## src/rtl/i2cs_stretch_pkg.sv

```systemverilog
package i2cs_stretch_pkg;

    localparam int NUM_EVENTS = 3;

    typedef enum logic [1:0] {
        CAUSE_RD_START = 2'd0,
        CAUSE_TX_EMPTY = 2'd1,
        CAUSE_RX_FULL  = 2'd2,
        CAUSE_NONE     = 2'd3
    } stretch_cause_e;

    typedef enum logic [1:0] {
        ST_IDLE  = 2'd0,
        ST_HOLD  = 2'd1,
        ST_GUARD = 2'd2
    } hold_state_e;

    // bit order of the event vector is also the priority order (bit 0 wins)
    typedef struct packed {
        logic rx_full;
        logic tx_empty;
        logic rd_start;
    } event_vec_t;

    function automatic stretch_cause_e pick_cause(input event_vec_t ev);
        stretch_cause_e c;
        if (ev.rd_start)      c = CAUSE_RD_START;
        else if (ev.tx_empty) c = CAUSE_TX_EMPTY;
        else if (ev.rx_full)  c = CAUSE_RX_FULL;
        else                  c = CAUSE_NONE;
        return c;
    endfunction

    // true while the condition behind a level-type hold is still present
    function automatic logic cond_present(input stretch_cause_e c,
                                          input logic tx_empty,
                                          input logic rx_full,
                                          input logic in_read);
        logic p;
        case (c)
            CAUSE_TX_EMPTY: p = tx_empty & in_read;
            CAUSE_RX_FULL:  p = rx_full & ~in_read;
            CAUSE_RD_START: p = 1'b1;
            default:        p = 1'b0;
        endcase
        return p;
    endfunction

endpackage

```

## src/rtl/stretch_event_qual.sv

```systemverilog
module stretch_event_qual
    import i2cs_stretch_pkg::*;
(
    input  logic           rd_start,
    input  logic           tx_empty,
    input  logic           rx_full,
    input  logic           in_read,
    output event_vec_t     ev,
    output logic           ev_any,
    output stretch_cause_e winner
);
    logic [NUM_EVENTS-1:0] ev_bits;

    always_comb begin
        ev.rd_start = rd_start;
        ev.tx_empty = tx_empty & in_read;
        ev.rx_full  = rx_full & ~in_read;
    end

    assign ev_bits = ev;

    genvar g;
    logic [NUM_EVENTS:0] any_chain;
    assign any_chain[0] = 1'b0;
    generate
        for (g = 0; g < NUM_EVENTS; g++) begin : g_any
            assign any_chain[g+1] = any_chain[g] | ev_bits[g];
        end
    endgenerate

    assign ev_any = any_chain[NUM_EVENTS];
    assign winner = pick_cause(ev);
endmodule

```

## src/rtl/stretch_guard_timer.sv

```systemverilog
module stretch_guard_timer #(
    parameter int CNT_W = 10
) (
    input  logic             clk,
    input  logic             rst,
    input  logic             load,
    input  logic [CNT_W-1:0] load_val,
    output logic             last
);
    localparam logic [CNT_W-1:0] ONE = CNT_W'(1);

    logic [CNT_W-1:0] cnt_q;

    always_ff @(posedge clk) begin
        if (rst) begin
            cnt_q <= '0;
        end else if (load) begin
            cnt_q <= load_val;
        end else if (cnt_q != '0) begin
            cnt_q <= cnt_q - ONE;
        end
    end

    assign last = (cnt_q == ONE);
endmodule

```

## src/rtl/stretch_ack_sel.sv

```systemverilog
module stretch_ack_sel (
    input  logic ack_ctl_en,
    input  logic ack_lvl,
    input  logic ack_auto,
    output logic ack_out
);
    always_comb begin
        if (ack_ctl_en) ack_out = ack_lvl;
        else            ack_out = ack_auto;
    end
endmodule

```

## src/rtl/i2cs_stretch_ctrl.sv

```systemverilog
module i2cs_stretch_ctrl
    import i2cs_stretch_pkg::*;
#(
    parameter int PROT_W = 10
) (
    input  logic              clk,
    input  logic              rst,
    input  logic              stretch_en,
    input  logic              stretch_clr,
    input  logic [PROT_W-1:0] protect_cnt,
    input  logic              scl_in,
    input  logic              in_read,
    input  logic              rd_phase_start,
    input  logic              tx_empty,
    input  logic              rx_full,
    input  logic              ack_ctl_en,
    input  logic              ack_lvl,
    input  logic              ack_auto,
    output logic              scl_hold,
    output logic [1:0]        stretch_cause,
    output logic              stretch_irq,
    output logic              ack_out
);
    hold_state_e    state_q, state_d;
    stretch_cause_e cause_q;
    event_vec_t     ev;
    stretch_cause_e winner;
    logic           ev_any;
    logic           pend_q;
    logic           arm_q;
    logic           hold_q;
    logic           irq_q;
    logic           start_ok;
    logic           release_now;
    logic           guard_load;
    logic           guard_last;

    stretch_event_qual u_qual (
        .rd_start (rd_phase_start | pend_q),
        .tx_empty (tx_empty),
        .rx_full  (rx_full),
        .in_read  (in_read),
        .ev       (ev),
        .ev_any   (ev_any),
        .winner   (winner)
    );

    stretch_guard_timer #(.CNT_W(PROT_W)) u_guard (
        .clk      (clk),
        .rst      (rst),
        .load     (guard_load),
        .load_val (protect_cnt),
        .last     (guard_last)
    );

    stretch_ack_sel u_ack (
        .ack_ctl_en (ack_ctl_en),
        .ack_lvl    (ack_lvl),
        .ack_auto   (ack_auto),
        .ack_out    (ack_out)
    );

    assign start_ok = (state_q == ST_IDLE) & stretch_en & arm_q & ~scl_in & ev_any;
    assign release_now = stretch_clr | ~cond_present(cause_q, tx_empty, rx_full, in_read);
    assign guard_load = (state_q == ST_HOLD) & release_now & (protect_cnt != '0);

    always_comb begin
        state_d = state_q;
        case (state_q)
            ST_IDLE: begin
                if (start_ok) state_d = ST_HOLD;
            end
            ST_HOLD: begin
                if (release_now) begin
                    if (protect_cnt == '0) state_d = ST_IDLE;
                    else                   state_d = ST_GUARD;
                end
            end
            ST_GUARD: begin
                if (guard_last) state_d = ST_IDLE;
            end
            default: state_d = ST_IDLE;
        endcase
    end

    always_ff @(posedge clk) begin
        if (rst) begin
            state_q <= ST_IDLE;
            cause_q <= CAUSE_NONE;
            pend_q  <= 1'b0;
            arm_q   <= 1'b1;
            hold_q  <= 1'b0;
            irq_q   <= 1'b0;
        end else begin
            state_q <= state_d;
            hold_q  <= (state_d != ST_IDLE);
            irq_q   <= start_ok;
            if (start_ok) cause_q <= winner;

            if (start_ok)    arm_q <= 1'b0;
            else if (scl_in) arm_q <= 1'b1;

            if (!stretch_en || start_ok) pend_q <= 1'b0;
            else if (rd_phase_start)     pend_q <= 1'b1;
        end
    end

    assign scl_hold      = hold_q;
    assign stretch_irq   = irq_q;
    assign stretch_cause = cause_q;
endmodule

```

## config.mk

```make
export PLATFORM = sky130hd
export DESIGN_NAME = i2cs_stretch_ctrl
export DESIGN_NICKNAME = d
export VERILOG_FILES = /design/src/rtl/i2cs_stretch_pkg.sv /design/src/rtl/stretch_event_qual.sv /design/src/rtl/stretch_guard_timer.sv /design/src/rtl/stretch_ack_sel.sv /design/src/rtl/i2cs_stretch_ctrl.sv
export SDC_FILE = /design/constraint.sdc
export NUM_CORES = 1
export LEC_CHECK = 0
export BUFFER_PORTS_ARGS = -buffer_cell sky130_fd_sc_hd__buf_4
export CORE_MARGIN = 3
export CORE_UTILIZATION = 39
export DETAILED_ROUTE_END_ITERATION = 12
export GPL_ROUTABILITY_DRIVEN = 0
export PLACE_DENSITY = 0.76
export SYNTH_ARGS = -nofsm -noshare
export SYNTH_HDL_FRONTEND = slang
export SYNTH_HIERARCHICAL = 1
export SYNTH_SLANG_ARGS = --single-unit
```

## constraint.sdc

```tcl
create_clock -name clk -period 2 [get_ports clk]
set_input_delay 0.3 -clock clk [delete_from_list [all_inputs] [get_ports clk]]
set_output_delay 0.3 -clock clk [all_outputs]
set_load 0.02 [all_outputs]
```

==> Yosys cells after proc, flatten, opt, wreduce, memory -nomap -nowiden <==
Index checks and enable logic that the tools add are counted.
{ "classes": {"n_addsub": 1, "n_mux": 14, "reduce_logical": 11, "bitwise_logic": 15, "n_eq_ne": 5} }
{ "op_table": {"columns": ["operator", "n"], "rows": [
  ["10-bit 2-to-1 mux", 2],
  ["10-bit nonzero test", 2],
  ["2-bit 2-to-1 mux", 6],
  ["10-bit by 1-bit == test with 1-bit output, second input constant", 1],
  ["10-bit zero test", 1],
  ["10-bit by 1-bit subtractor with 10-bit output, second input constant", 1],
  ["1-bit bitwise AND", 8],
  ["2-bit one-hot mux with 3 select lines", 1],
  ["2-bit nonzero test", 3],
  ["2-bit by 1-bit == test with 1-bit output, second input constant", 2],
  ["2-bit == test, second input constant", 2],
  ["2-bit zero test", 2],
  ["1-bit 2-to-1 mux", 4],
  ["1-bit OR", 4],
  ["1-bit NOT", 3],
  ["1-bit one-hot mux with 3 select lines", 1],
  ["2-bit OR reduction", 1],
  ["1-bit zero test", 1],
  ["1-bit logical OR", 1]
]} }
{ "word_totals": {"word_cells": 53, "input_bits": 22, "register_bits": 18} }

==> Logic depth before layout (Yosys ltp) <==
{ "logic_depth": {"ltp_word": 8, "depth_mapped": 9, "ltp_nobuf": 8} }

==> Hierarchy <==
Netlist, hierarchy kept.
{ "modules_own_cells": {"columns": ["module", "seq_area_each_um2", "instances", "area_per_inst_um2", "cells_each"], "rows": [
  ["stretch_guard_timer", 200.2, 1, 608.1, 72],
  ["i2cs_stretch_ctrl", 160.2, 1, 351.6, 37],
  ["stretch_event_qual", 0.0, 1, 36.3, 6],
  ["stretch_ack_sel", 0.0, 1, 15.0, 1]
]} }

==> Worst setup path before layout <==
OpenSTA, ideal clock, no wires.
{ "synth_timing": {"path_kind": "register -> register", "from": "register cause_q[0], in the netlist stretch_cause[0]", "to": "register u_guard.cnt_q[3]", "t_arrival_ns": 1.918, "path_slack_ns": 0.008, "required_time_ns": 1.925, "stages_incl_launch_ff": 9, "path_cell_list": "dfxtp_1 > or4b_4 > o31ai_2 > nand3b_1 > inv_1 > inv_1 > clkbuf_1 > nand3_1 > o21ai_0"} }
{ "synth_via": {"elab_chain_len": 7, "elab_cells_between_ends": 10, "classes_between": "eq/ne (2); mux (2); bitwise (4); reduce/logical (2)"} }
{ "synth_lines": {"columns": ["element", "line", "text"], "rows": [
  ["start, declared", "i2cs_stretch_ctrl.sv:25", "stretch_cause_e cause_q;"],
  ["start signal, assigned", "i2cs_stretch_ctrl.sv:98", "if (start_ok) cause_q <= winner;"],
  ["2-bit == test (tied with other cells)", "i2cs_stretch_pkg.sv:40", "case (c)"],
  ["1-bit one-hot mux with 3 select lines *", "i2cs_stretch_pkg.sv:40", null],
  ["1-bit NOT *", "i2cs_stretch_ctrl.sv:64", "assign release_now = stretch_clr | ~cond_present(cause_q, tx_empty, rx_full, in_read);"],
  ["1-bit OR *", "i2cs_stretch_ctrl.sv:64", null],
  ["1-bit bitwise AND * (2 in series)", "i2cs_stretch_ctrl.sv:65", "assign guard_load = (state_q == ST_HOLD) & release_now & (protect_cnt != '0);"],
  ["named net guard_load", "i2cs_stretch_ctrl.sv:35", "logic guard_load;"],
  ["10-bit 2-to-1 mux / 2-bit nonzero test (equally long branches)", null, null],
  ["end signal, assigned", "stretch_guard_timer.sv:18", "cnt_q <= load_val;"],
  ["end signal, assigned", "stretch_guard_timer.sv:20", "cnt_q <= cnt_q - ONE;"],
  ["end, declared", "stretch_guard_timer.sv:12", "logic [CNT_W-1:0] cnt_q;"]
]} }
Mark *: on every way through the listed nets, which the timed path passes. The rest lies on a longest branch.
A chain may end at the register's enable or synchronous reset.

==> Final worst setup path <==
{ "layout_timing": {"from": "register cause_q[0], in the netlist stretch_cause[0]", "to": "register u_guard.cnt_q[4]"} }
Same word-level chain as after synthesis.

==> Implementation_results.wiki <==
{| class="wikitable"
! Metric !! Value
|-
| Final clock skew || 0.00580 ns
|-
| DP HPWL || 1940 um
|-
| Initial DRT Pass Iterations || 4
|-
| Post-route DRC || 0
|-
| Final Non-Filler Cells || roughly 170
|-
| Status || completed
|-
| Post-synthesis area per instance || 8.73 um^2
|-
| Final Net Count || between 150 and 200
|-
| Largest vdd supply drop || 0.707 mV
|-
| Number of endpoints failing setup at the final stage || 0
|-
| Die Wd || approximately 57 um
|-
| Total CTS buffers || 3
|-
| Maximum number of pins on one net before global-route repair || 16
|-
| Critical Path Source Type || register
|-
| Fraction of final layout cells with drive strength greater than 1 || 33.1%
|-
| Syn. warnings || 6
|-
| Areal power density over the cells || between 1000 and 1500 nW/um^2
|-
| Final Hold Fails || 0
|-
| Power spent charging and discharging nets || 0.624 mW
|-
| Root buffer selected by CTS || clkbuf_4
|-
| Leak Pwr || roughly 0.54 nW
|-
| Die Ht || 56.7 um
|-
| Post-route worst setup slack || 0.190 ns
|-
| Total wirelength of the detailed-routed design || 2380 um
|-
| GR Overflow Total || 0
|-
| Pins over their slew limit || 0
|-
| Clock transition at the register clock pins on the worst setup and hold paths after CTS || 0.10 ns
|-
| Fraction of power spent switching nets || 39.8%
|-
| Post-layout power || 1.57 mW
|-
| Hold Buf Count CTS || 0
|-
| Fill cell instance count of the final layout || 218
|-
| Number of gates given a new drive strength after cts || 0
|-
| Unrepaired setup endpoints after global routing || no
|-
| Antenna fix cells || 0
|-
| CTS H-Tree Depth || 1
|-
| Reg power frac || 36.2%
|-
| Minimum setup slack after placement || between 0.02 and 0.03 ns
|-
| Worst-margin pin slew || 0.372 ns
|-
| Worst setup EP type || register
|-
| Via count of the first global-routing pass || 968
|-
| Clock network fraction of design power || 13.9%
|-
| Accumulated negative setup slack || 0 ns
|-
| Area of the mapped netlist || 1000 um^2
|-
| Starting DRC count in detailed routing || 14
|-
| Min-Delay Path Class || input port to register
|-
| Average via count per standard cell || 5.51
|-
| Total number of vias || roughly 950
|-
| Total internal power || 0.944 mW
|-
| Arrival time reported for the critical path endpoint || ~2 ns
|-
| Std cell rows || 17
|-
| Area growth from synthesis to final layout || 26.9%
|-
| Timing-limited maximum frequency || 552 MHz
|-
| Clock period minus final worst setup slack || 1.81 ns
|-
| Post-CTS Setup Repair Bufs || 0
|-
| Post-Synthesis Cells || 115
|-
| Number of buffers added on ports || 26
|-
| Required time at the endpoint of the critical path || 2.18 ns
|-
| TritonCTS clock tree || yes
|-
| Area of the core || 2320 um^2
|-
| Worst setup path category || register to register
|-
| Total instance count after detailed placement || 169
|-
| Combinational group share of total power || 49.9%
|-
| Slew Limit Headroom || 75.0%
|-
| Total nets after synthesis || 139
|-
| Antenna violations before repair || 0
|-
| Maximum Capacitance Violations || 0
|-
| Initial core utilization || 43.3%
|-
| Wire length of the first global-routing pass || a little under 4000 um
|-
| Peak fanout along the critical path || 5
|-
| Clock tree buffer depth || 2
|-
| DR WL/cell || between 10 and 15 um
|-
| ANT nets after route || 0
|-
| Insertion delay of the later-clocked pin in the worst-skew pair || 0.29 ns
|-
| Count of pins on the block boundary || 27
|-
| Share of the clock period used by the worst path after layout || about nine tenths
|-
| Number of clock sinks || 18
|-
| Overall global routing resource usage || 15.1%
|-
| Die Outline Area || 3220 um^2
|}
## critical path, stage by stage, from the launching register on
cell and delay, ns:
dfxtp_1 0.34, or4b_4 0.54, o31ai_2 0.09, nand3b_1 0.19, inv_1 0.09, buf_4 0.16
a21oi_1 0.11, o31a_2 0.14, nor3_1 0.04
## final timing paths
check	from	endpoint	slack, ns	depth (start not counted)
max	stretch_cause[0]$_SDFFE_PP1P_	u_guard/cnt_q[4]$_SDFFE_PP0P_	0.19	8
min	protect_cnt[5]	u_guard/cnt_q[5]$_SDFFE_PP0P_	0.24	3
max reg2reg	stretch_cause[0]$_SDFFE_PP1P_	u_guard/cnt_q[4]$_SDFFE_PP0P_	0.19	8
min reg2reg	state_q[1]$_SDFF_PP0_	state_q[1]$_SDFF_PP0_	0.51	2
## metrics by stage
| step | util, % | hold slack [ns] | cell area (um^2) |
|---|---|---|---|
| 2_1_floorplan | - | 0.369 | 1000 |
| 3_3_place_gp | 53.4 | 0.473 | 1240 |
| 3_5_place_dp | 53.4 | 0.497 | 1240 |
| 4_1_cts | 54.9 | 0.231 | 1270 |
| 5_1_grt | 54.9 | 0.230 | 1270 |
| 6_report | 54.9 | 0.236 | 1270 |
## power groups by stage
stage / registers, mW / clock network, mW / logic (mW)
global placement: 0.566 / 0 / 0.738
floorplan: 0.554 / 0 / 0.593
global route: 0.577 / 0.245 / 0.859
CTS: 0.564 / 0.226 / 0.778
detailed placement: 0.573 / 0 / 0.769
finish: 0.568 / 0.218 / 0.782
## area by class of cell
class,instances,area (um^2),share of cell area (%)
Inverter,6,22.5,1.77
Clock buffer,4,36.3,2.85
Sequential cell,18,360,28.3
Multi-Input combinational cell,89,609,47.8
Timing Repair Buffer,28,210,16.5
Tap cell,28,35.0,2.75
## cells in the final DEF, fill, tap and decap left out, types with 2 or more instances in the layout
| master | n |
|---|---|
| nor2_1 | 17 |
| buf_4 | 28 |
| dfxtp_1 | 18 |
| nand2_1 | 9 |
| ha_1 | 2 |
| o21ai_0 | 4 |
| nand3_1 | 3 |
| and3_1 | 2 |
| xnor2_1 | 4 |
| nor2b_1 | 4 |
| nor4b_1 | 2 |
| a211o_1 | 2 |
| nor4_1 | 3 |
| a21oi_1 | 4 |
| nor3_1 | 3 |
| inv_1 | 5 |
| or4_1 | 2 |
| clkbuf_4 | 3 |
## metal layers
metal	global-route usage [%]	up-vias	wire, um
li1	-	475	-
met1	17.2	451	1050
met2	27.7	28	1240
met3	2.53	0	90
met4	5.42	0	0
met5	0	-	0
## registers in the layout, summed over array words and instances (netlist names)
name / flops
u_guard/cnt_q: 10
state_q: 2
stretch_cause: 2
arm_q: 1
pend_q: 1
scl_hold: 1
stretch_irq: 1
(Power assumes the default switching activity.)
